[config.mk]
export PLATFORM = sky130hd
export DESIGN_NAME = utlb_front
export DESIGN_NICKNAME = d
export VERILOG_FILES = /design/src/rtl/utlb_pkg.sv /design/src/rtl/utlb_match.sv /design/src/rtl/utlb_victim.sv /design/src/rtl/utlb_perm.sv /design/src/rtl/utlb_front.sv
export SDC_FILE = /design/constraint.sdc
export NUM_CORES = 1
export LEC_CHECK = 0
export ABC_CLOCK_PERIOD_IN_PS = 5400
export CAP_MARGIN = 0
export CORE_MARGIN = 2
export CORE_UTILIZATION = 60
export CTS_CLUSTER_DIAMETER = 30
export DETAILED_ROUTE_END_ITERATION = 8
export GPL_ROUTABILITY_DRIVEN = 0
export PLACE_DENSITY = 0.86
export SKIP_LAST_GASP = 1
export SLEW_MARGIN = 15
export SYNTH_ARGS = -nofsm -noshare
export SYNTH_HDL_FRONTEND = slang
export SYNTH_SLANG_ARGS = --single-unit
export TNS_END_PERCENT = 50
[constraint.sdc]
create_clock -name clk -period 5.4 [get_ports clk]
set_input_delay 1.62 -clock clk [delete_from_list [all_inputs] [get_ports clk]]
set_output_delay 1.62 -clock clk [all_outputs]
set_load 0.01 [all_outputs]
[src/rtl/utlb_pkg.sv]
`timescale 1ns/1ps
package utlb_pkg;
    localparam int VA_W     = 32;
    localparam int OFF_W    = 12;
    localparam int VPN_W    = VA_W - OFF_W;
    localparam int ASID_W   = 8;
    localparam int ATTR_W   = 4;
    localparam int SH_64K   = 4;
    localparam int SH_1M    = 8;
    localparam int SH_16M   = 12;

    typedef enum logic [1:0] {PG_4K, PG_64K, PG_1M, PG_16M} pg_size_e;
    typedef enum logic [1:0] {AP_NONE, AP_PRIV, AP_FULL, AP_RO} ap_e;

    typedef struct packed {
        logic              valid;
        logic [VPN_W-1:0]  vpn;
        logic [VPN_W-1:0]  ppn;
        pg_size_e          size;
        logic [ASID_W-1:0] asid;
        logic              glob;
        logic              nsid;
        ap_e               ap;
        logic              xn;
        logic [ATTR_W-1:0] attr;
    } tlb_ent_t;

    // Page-number bits that take part in the compare for a given size
    function automatic logic [VPN_W-1:0] pg_mask(input pg_size_e s);
        logic [VPN_W-1:0] ones;
        ones = '1;
        case (s)
            PG_64K:  pg_mask = ones << SH_64K;
            PG_1M:   pg_mask = ones << SH_1M;
            PG_16M:  pg_mask = ones << SH_16M;
            default: pg_mask = ones;
        endcase
    endfunction
endpackage

[src/rtl/utlb_match.sv]
`timescale 1ns/1ps
module utlb_match
    import utlb_pkg::*;
(
    input  tlb_ent_t          ent,
    input  logic [VPN_W-1:0]  vpn,
    input  logic [ASID_W-1:0] asid,
    input  logic              ns,
    output logic              hit,
    output logic [VPN_W-1:0]  ppn_out
);
    logic [VPN_W-1:0] mask;

    always_comb begin
        mask    = pg_mask(ent.size);
        hit     = ent.valid
                  && (((ent.vpn ^ vpn) & mask) == '0)
                  && (ent.nsid == ns)
                  && (ent.glob || (ent.asid == asid));
        ppn_out = (ent.ppn & mask) | (vpn & ~mask);
    end
endmodule

[src/rtl/utlb_victim.sv]
`timescale 1ns/1ps
module utlb_victim #(
    parameter int N  = 10,
    parameter int IW = $clog2(N)
) (
    input  logic [N-1:0]  vld,
    input  logic [IW-1:0] ptr,
    output logic [IW-1:0] idx
);
    always_comb begin
        idx = ptr;
        for (int i = N - 1; i >= 0; i--) begin
            if (!vld[i]) idx = IW'(i);
        end
    end
endmodule

[src/rtl/utlb_perm.sv]
`timescale 1ns/1ps
module utlb_perm
    import utlb_pkg::*;
#(
    parameter bit IS_FETCH = 1'b0
) (
    input  logic [1:0] ap,
    input  logic       xn,
    input  logic       user,
    input  logic       write,
    output logic       fault
);
    logic base_fault;
    assign base_fault = (ap == AP_NONE) || ((ap == AP_PRIV) && user);

    generate
        if (IS_FETCH) begin : g_fetch
            logic unused_wr;
            assign unused_wr = write;
            assign fault     = base_fault || xn;
        end else begin : g_data
            logic unused_xn;
            assign unused_xn = xn;
            assign fault     = base_fault || ((ap == AP_RO) && write);
        end
    endgenerate
endmodule

[src/rtl/utlb_front.sv]
`timescale 1ns/1ps
module utlb_front
    import utlb_pkg::*;
#(
    parameter int N_ENTRIES = 10,
    parameter bit IS_FETCH  = 1'b0
) (
    input  logic              clk,
    input  logic              rst_n,
    input  logic              flush,
    input  logic              req_valid,
    input  logic [VA_W-1:0]   req_va,
    input  logic [ASID_W-1:0] req_asid,
    input  logic              req_ns,
    input  logic              req_user,
    input  logic              req_write,
    output logic              hit,
    output logic              stall,
    output logic [VA_W-1:0]   pa,
    output logic [ATTR_W-1:0] attr,
    output logic              pabort,
    output logic              dabort,
    output logic              fill_req,
    output logic [VA_W-1:0]   fill_req_va,
    output logic [ASID_W-1:0] fill_req_asid,
    output logic              fill_req_ns,
    input  logic              fill_valid,
    input  logic [VPN_W-1:0]  fill_ppn,
    input  logic [1:0]        fill_size,
    input  logic              fill_global,
    input  logic [1:0]        fill_ap,
    input  logic              fill_xn,
    input  logic [ATTR_W-1:0] fill_attr
);
    localparam int IW = $clog2(N_ENTRIES);

    typedef struct packed {
        tlb_ent_t [N_ENTRIES-1:0] ents;
        logic [IW-1:0]            ptr;
        logic                     wait_fill;
        logic [VPN_W-1:0]         mvpn;
        logic [ASID_W-1:0]        masid;
        logic                     mns;
    } st_t;

    st_t st_d, st_q;

    logic [N_ENTRIES-1:0]            match_vec;
    logic [N_ENTRIES-1:0]            vld_vec;
    logic [N_ENTRIES-1:0][VPN_W-1:0] ppn_vec;
    logic [VPN_W-1:0]                sel_ppn;
    logic [1:0]                      sel_ap;
    logic                            sel_xn;
    logic [ATTR_W-1:0]               sel_attr;
    logic [IW-1:0]                   vic_idx;
    logic                            fault;

    // One comparator per entry
    generate
        for (genvar g = 0; g < N_ENTRIES; g++) begin : g_ent
            utlb_match u_match (
                .ent     (st_q.ents[g]),
                .vpn     (req_va[VA_W-1:OFF_W]),
                .asid    (req_asid),
                .ns      (req_ns),
                .hit     (match_vec[g]),
                .ppn_out (ppn_vec[g])
            );
            assign vld_vec[g] = st_q.ents[g].valid;
        end
    endgenerate

    utlb_victim #(.N(N_ENTRIES), .IW(IW)) u_victim (
        .vld (vld_vec),
        .ptr (st_q.ptr),
        .idx (vic_idx)
    );

    // Software keeps matches unique, so an OR-mux selects the winner
    always_comb begin
        sel_ppn  = '0;
        sel_ap   = '0;
        sel_xn   = 1'b0;
        sel_attr = '0;
        for (int i = 0; i < N_ENTRIES; i++) begin
            sel_ppn  |= ppn_vec[i] & {VPN_W{match_vec[i]}};
            sel_ap   |= st_q.ents[i].ap & {2{match_vec[i]}};
            sel_xn   |= st_q.ents[i].xn & match_vec[i];
            sel_attr |= st_q.ents[i].attr & {ATTR_W{match_vec[i]}};
        end
    end

    utlb_perm #(.IS_FETCH(IS_FETCH)) u_perm (
        .ap    (sel_ap),
        .xn    (sel_xn),
        .user  (req_user),
        .write (req_write),
        .fault (fault)
    );

    assign hit   = req_valid && (|match_vec);
    assign stall = req_valid && !hit;
    assign pa    = {sel_ppn, req_va[OFF_W-1:0]};
    assign attr  = sel_attr;

    generate
        if (IS_FETCH) begin : g_iab
            assign pabort = hit && fault;
            assign dabort = 1'b0;
        end else begin : g_dab
            assign pabort = 1'b0;
            assign dabort = hit && fault;
        end
    endgenerate

    assign fill_req      = st_q.wait_fill;
    assign fill_req_va   = {st_q.mvpn, {OFF_W{1'b0}}};
    assign fill_req_asid = st_q.masid;
    assign fill_req_ns   = st_q.mns;

    always_comb begin
        st_d = st_q;
        if (st_q.wait_fill && fill_valid) begin
            st_d.wait_fill = 1'b0;
            if (!flush) begin
                st_d.ents[vic_idx].valid = 1'b1;
                st_d.ents[vic_idx].vpn   = st_q.mvpn;
                st_d.ents[vic_idx].ppn   = fill_ppn;
                st_d.ents[vic_idx].size  = pg_size_e'(fill_size);
                st_d.ents[vic_idx].asid  = st_q.masid;
                st_d.ents[vic_idx].glob  = fill_global;
                st_d.ents[vic_idx].nsid  = st_q.mns;
                st_d.ents[vic_idx].ap    = ap_e'(fill_ap);
                st_d.ents[vic_idx].xn    = fill_xn;
                st_d.ents[vic_idx].attr  = fill_attr;
                st_d.ptr = (st_q.ptr == IW'(N_ENTRIES - 1)) ? '0 : st_q.ptr + IW'(1);
            end
        end else if (!st_q.wait_fill && stall && !flush) begin
            st_d.wait_fill = 1'b1;
            st_d.mvpn      = req_va[VA_W-1:OFF_W];
            st_d.masid     = req_asid;
            st_d.mns       = req_ns;
        end
        if (flush) begin
            for (int i = 0; i < N_ENTRIES; i++) st_d.ents[i].valid = 1'b0;
            st_d.ptr = '0;
        end
    end

    always_ff @(posedge clk or negedge rst_n) begin
        if (!rst_n) st_q <= '0;
        else        st_q <= st_d;
    end
endmodule

# After elaboration in Yosys (flattened, before gate mapping)
# Cells that the tools add are included.
[word_totals] register_bits=634 inputBits=78 output_inout_bits=82 elab_cells=415
[classes] n_addsub=1 magnitude_cmp=2 n_eq_ne=53 n_mux=65 n_bitwise=119 reduce_logical=70
[op_table] operator="bitwise mux 600 bit" count=10
[op_table] operator="demux 60 bit (select 4 bit)" count=10
[op_table] operator="AND 20 bit" count=40
[op_table] operator="2-to-1 mux 604 bit" count=1
[op_table] operator="bitwise OR 20 bit" count=19
[op_table] operator="one-hot mux 12 bit (3 select lines)" count=10
[op_table] operator="zero test 20 bit" count=10
[op_table] operator="NOT 20 bit" count=10
[op_table] operator="XOR 20 bit" count=10
[op_table] operator="equality test 8 bit" count=10
[op_table] operator="2-to-1 mux 60 bit" count=1
[op_table] operator="2-to-1 mux 59 bit" count=1
[op_table] operator="2-to-1 mux 4 bit" count=13
[op_table] operator="equality test 2 bit (second input constant)" count=21
[op_table] operator="AND 4 bit" count=10
[op_table] operator="logical AND 1 bit" count=39
[op_table] operator="2-to-1 mux 39 bit" count=1
[op_table] operator="bitwise OR 4 bit" count=9
[op_table] operator="2-to-1 mux 30 bit" count=1
[op_table] operator="equality test 2 x 1 -> 1 bit (second input constant)" count=11
[op_table] operator="AND 2 bit" count=10
[op_table] operator="2-to-1 mux 19 bit" count=1
[op_table] operator="bitwise OR 2 bit" count=9
[op_table] operator="2-to-1 mux 17 bit" count=1
[op_table] operator="other kinds (17)" count=52

# Longest topological paths before layout
[depth] ltp_word=26 mapped_depth=12 depth_no_buf=9

# Modules after synthesis
# Synthesis repeated with hierarchy kept, for this count alone.
[unflattened] cells_unflattened=2355 area_unflattened_um2=31591.5
[by_module_without_submodules] module="utlb_front" n_inst=1 cells_each=1692 area_per_inst_um2=25742.2 seq_area_each_um2=15865.2
[by_module_without_submodules] module="utlb_match" n_inst=10 cells_each=64 area_per_inst_um2=570.5 seq_area_each_um2=0.0
[by_module_without_submodules] module="utlb_victim" n_inst=1 cells_each=20 area_per_inst_um2=118.9 seq_area_each_um2=0.0
[by_module_without_submodules] module="utlb_perm" n_inst=1 cells_each=3 area_per_inst_um2=25.0 seq_area_each_um2=0.0

# Least setup slack after synthesis
# No wires, ideal clock.
[synth_path] kind="input to output" startpoint="input req_va[23]" endpoint="output dabort" t_arrival_ps=3696 t_required_ps=3780 setup_slack_ps=84 path_stages=9 path_buffers=1 path_cell_list="buf_4 -> xor2_1 -> nor4_1 -> a21oi_2 -> nor4_4 -> a22o_1 -> nor3_1 -> or3b_1 -> a21boi_1"
[synth_via] elab_chain_len=21
[synth_lines] item="start: declaration" line="utlb_front.sv:12" source="input logic [VA_W-1:0] req_va,"
[synth_lines] item="XOR 20 bit" line="utlb_match.sv:17" source="&& (((ent.vpn ^ vpn) & mask) == '0)"
[synth_lines] item="AND 20 bit" line="utlb_match.sv:17"
[synth_lines] item="zero test 20 bit" line="utlb_match.sv:17"
[synth_lines] item="logical AND 1 bit" line="utlb_match.sv:17"
[synth_lines] item="logical AND 1 bit" line="utlb_match.sv:18" source="&& (ent.nsid == ns)"
[synth_lines] item="logical AND 1 bit" line="utlb_match.sv:19" source="&& (ent.glob || (ent.asid == asid));"
[synth_lines] item="AND 2 bit" line="utlb_front.sv:87" source="sel_ap |= st_q.ents[i].ap & {2{match_vec[i]}};"
[synth_lines] item="bitwise OR 2 bit (9 in a row)" line="utlb_front.sv:87"
[synth_lines] item="equality test 2 x 1 -> 1 bit" line="utlb_perm.sv:14" source="assign base_fault = (ap == AP_NONE) || ((ap == AP_PRIV) && user);"
[synth_lines] item="logical AND 1 bit" line="utlb_perm.sv:14"
[synth_lines] item="logical OR 1 bit" line="utlb_perm.sv:14"
[synth_lines] item="logical OR 1 bit" line="utlb_perm.sv:24" source="assign fault = base_fault || ((ap == AP_RO) && write);"
[synth_lines] item="logical AND 1 bit (*)" line="utlb_front.sv:112" source="assign dabort = hit && fault;"
[synth_lines] item="end: declaration" line="utlb_front.sv:22" source="output logic dabort,"
# Every way passes the cells marked *; elsewhere a longest branch is shown, timed or not.

# Worst setup path after layout
[layout_path] startpoint="input req_va[22]" endpoint="output pa[20]"
[layout_via] elab_chain_len=16
[layout_lines] item="XOR 20 bit" line="utlb_match.sv:17"
[layout_lines] item="AND 20 bit" line="utlb_match.sv:17"
[layout_lines] item="zero test 20 bit" line="utlb_match.sv:17"
[layout_lines] item="logical AND 1 bit" line="utlb_match.sv:17"
[layout_lines] item="logical AND 1 bit" line="utlb_match.sv:18"
[layout_lines] item="logical AND 1 bit" line="utlb_match.sv:19"
[layout_lines] item="AND 20 bit" line="utlb_front.sv:86" source="sel_ppn |= ppn_vec[i] & {VPN_W{match_vec[i]}};"
[layout_lines] item="bitwise OR 20 bit (8 in a row)" line="utlb_front.sv:86"
[layout_lines] item="bitwise OR 20 bit (*)" line="utlb_front.sv:86"
[layout_lines] item="end: declaration" line="utlb_front.sv:19" source="output logic [VA_W-1:0] pa,"
# Marks and branches as above.

==> impl_metrics.yaml <==
critical_path:
  rr_startpoint: "st_q[523]$_DFFE_PN0P_"
  r2r.worst_path.cells: 15
  cp.depth: 16
  reg2reg_slack_ns: 1.08
  crit_type: "input pin to output pin"
  r2r_end: "fill_req_va[23]$_DFFE_PN0P_"
  critPathTopFamily: "buffers and inverters"
  critical_path_buf_inv_count: 8
  crit_start: "req_va[22]"
  max_stage_delay_ns: 0.43
  cp_cell_sequence: "buf_4 -> buf_12 -> buf_6 -> xor2_1 -> nor4_4 -> buf_4 -> o21ai_4 -> nor4_4 -> buf_6 -> buf_6 -> clkbuf_16 -> a222oi_1 -> nand2_1 -> a221oi_2 -> nand3_2 -> buf_6"
  crit_path_start_kind: "input pin"
  endpoint: "pa[20]"
  crit_slowest_cell: "a222oi_1"
  cp.required_ns: 3.78
  critPathMaxFanout: 5
  critPathCaptureType: "output pin"
  arrival_ns: 5.19
  cp_common_cell: "buf_6"
finish:
  seq_area_um2: 15600
  layout.cells.most_common_list: "mux2_2, dfrtp_1, buf_4"
  final_layout_size_suffix_gt1_share_pct: 55.1
  fill_cells: 2064
  multi_input_area_um2: 15500
  final_common_cell: "mux2_2"
  area_delta_synth_final_pct: 33.2
  nets: 2687
  final_cells: 3384
global_route:
  grt_pass1_wl_mm: 154
  grt_pass1_vias: 24700
  globalRouteOverflowTotal: 0
  grtUsageTotal_pct: 38.6
  antenna_found_initial: 6
  grt_max_degree: 108
clock_tree:
  root_buffer: "clkbuf_16"
  htreeDepth: 3
  cts_max_path_buffers: 3
  cts_inserted_buffers: 117
  cts.sinks: 624
  cts_tree: "yes"
  clk_pin_slew_ns: 0.05
  clock_latency_ns: 0.71
floorplan:
  coreArea_um2: 50300
  die_width_um: 230
  dieArea_um2: 52800
  floorplan.initialDensity_pct: 60.8
  ios: 160
  fp-row-count: 82
  die_height_um: 230
synthesis:
  yosysWarnings: 0
  synth_area_leaders: "dfrtp_1, mux2_2, xor2_1, xnor2_1, buf_4"
  synth_top_area_share_pct: 51.1
  synth-seq-area-share_pct: 51.1
  syn_avg_cell_area_um2: 13.3
  ys_ff_latch: 624
  synthCells: 2304
  synth_top_cell_by_area: "dfrtp_1"
  synth-main-ff-cell: "dfrtp_1"
  synth_cell_types: 58
  synthArstFlopShare_pct: 100
  syn_area_um2: 30600
  synth_edf_count: 0
sta:
  setup_violations: 27
  skew_ns: 0.0404
  hold_violations: 0
  period_needed_ns: 6.81
  tightest_slew_ns: 1.26
  rsz0062_at_grt: "yes"
  timing.fmax_ghz: 0.147
  maxSlewHeadroom_pct: 16.3
  maxSlewViolCount: 0
  fin_ws_ns: -1.41
  period_share_pct: 126
  hold_slack_ns: 0.505
routing:
  wl_met2_mm: 55.7
  drt-pass1-iter-count: 9
  drt_iter0_drc: 4267
  route.met3.wl_mm: 22.2
  vias: 25300
  ant_nets: 0
  highest_layer: "met5"
  postRouteWirelength_mm: 136
  detail_route.wl_per_cell_um: 40.1
  met1_length_mm: 42.4
  via_per_inst: 7.49
  drc: 0
hold_path:
  hold_class: "register to register"
  hold_path_depth: 1
outcome:
  outcome: "finished, violations left"
  violations: "setup timing"
pwr:
  cellPowerDensity_nw_per_um2: 382
  power_leakage_nw: 19.8
  seqPwrFrac_pct: 35.9
  p_switching_mw: 4.34
  p_sw_share_pct: 27.9
  ir_drop_v: 0.000298
  pwr-share-clk_pct: 52.9
  internal_power_mw: 11.2
  pwr-share-comb_pct: 11.1
run:
  max_cap_violations: 0
place:
  dp_hpwl_mm: 51.3
  io_buffers: 121
  dp.cells: 3040
  dpl_worst_slack_ns: -1.41
==> cell families after synthesis <==
| family | Yosys count | share of synthesized area [%] |
|---|---|---|
| buffers and inverters | 258 | 4.41 |
| AO/OA/AOI/OAI | 187 | 4.70 |
| multiplexers | 729 | 27.2 |
| XOR/XNOR | 290 | 8.31 |
| AND/OR/NAND/NOR | 213 | 4.23 |
| flip-flops | 624 | 51.1 |
| adder cells (fa/ha/maj) | 2 | 0.0818 |
| other | 1 | 0.0123 |
==> power by group through the flow <==
stage	Clock (mW)	Sequential (mW)	Combinational [mW]
2_1_floorplan	0	5.27	0.981
3_3_place_gp	0	5.49	1.25
3_5_place_dp	0	5.52	1.30
4_1_cts	7.92	5.47	1.40
5_1_grt	8.36	5.60	1.78
6_report	8.24	5.60	1.73
==> routing by layer <==
metal,vias up,GRT usage [%]
met2,2970,60.2
met1,12300,45.9
li1,8798,-
met3,1263,11.5
met5,-,0
met4,16,27.6
==> worst register-to-register path: cells and delay by family, from the launching register on <==
kind,cells,cell delay [ns]
flops,1,0.43
mux,1,0.34
xor+xnor,1,0.55
buf+inv,6,1.06
simple gates,6,1.52
compound gates,1,0.28
==> per-stage QoR <==
stage / TNS (ns) / util [%] / area (um^2) / total power [mW]
CTS: -21.03 / 76.5 / 38500 / 14.8
finish: -28.86 / 81.1 / 40700 / 15.6
floorplan: 0 / - / 30600 / 6.25
global placement: -35.43 / 66.1 / 33200 / 6.74
detailed placement: -34.15 / 66.1 / 33200 / 6.82
global route: -26.55 / 81.0 / 40700 / 15.7
==> worst min-delay path by stage <==
| stage | to | slack [ns] | start |
|---|---|---|---|
| 6_report | st_q[413]$_DFFE_PN0P_ | 0.50 | st_q[413]$_DFFE_PN0P_ |
| 5_1_grt | st_q[304]$_DFFE_PN0P_ | 0.52 | st_q[304]$_DFFE_PN0P_ |
| 4_1_cts | st_q[594]$_DFFE_PN0P_ | 0.50 | st_q[594]$_DFFE_PN0P_ |
| 3_5_place_dp | st_q[594]$_DFFE_PN0P_ | 0.49 | st_q[594]$_DFFE_PN0P_ |
| 3_3_place_gp | st_q[476]$_DFFE_PN0P_ | 0.48 | st_q[476]$_DFFE_PN0P_ |
| 2_1_floorplan | st_q[113]$_DFFE_PN0P_ | 0.47 | st_q[113]$_DFFE_PN0P_ |
==> synth_stat cells, drive strengths merged (25+ instances only) <==
library cell  number
a221oi            31
a22o              25
a22oi             57
buf              171
clkbuf            78
dfrtp            624
mux2             729
nand2             44
nand4             32
nor4              60
xnor2             89
xor2             201
==> area by class of cell <==
type                    count  area share (%)
repair buffers            421            10.9
clock inverters            72            2.61
diodes                      6          0.0368
well taps                 672            2.06
clock buffers             146            7.91
inverters                   9          0.0829
flip-flops and latches    624            38.3
multi-input cells        1434            38.1
==> state kept, by name (all words and copies together) (netlist names) <==
| signal | count |
|---|---|
| fill_req | 1 |
| fill_req_va | 20 |
| fill_req_asid | 8 |
| fill_req_ns | 1 |
| st_q | 594 |
==> repair_timing <==
item | CTS | global route
endpoints found under the setup margin | 27 | 27
pin swaps | 31 | 108
resized for setup | 167 | 340
buffers inserted | 32 | 86
endpoints found under the hold margin | 0 | 0
gates cloned | 6 | 9
hold buffers | 0 | 0
Power figures use the tool's default switching activity.
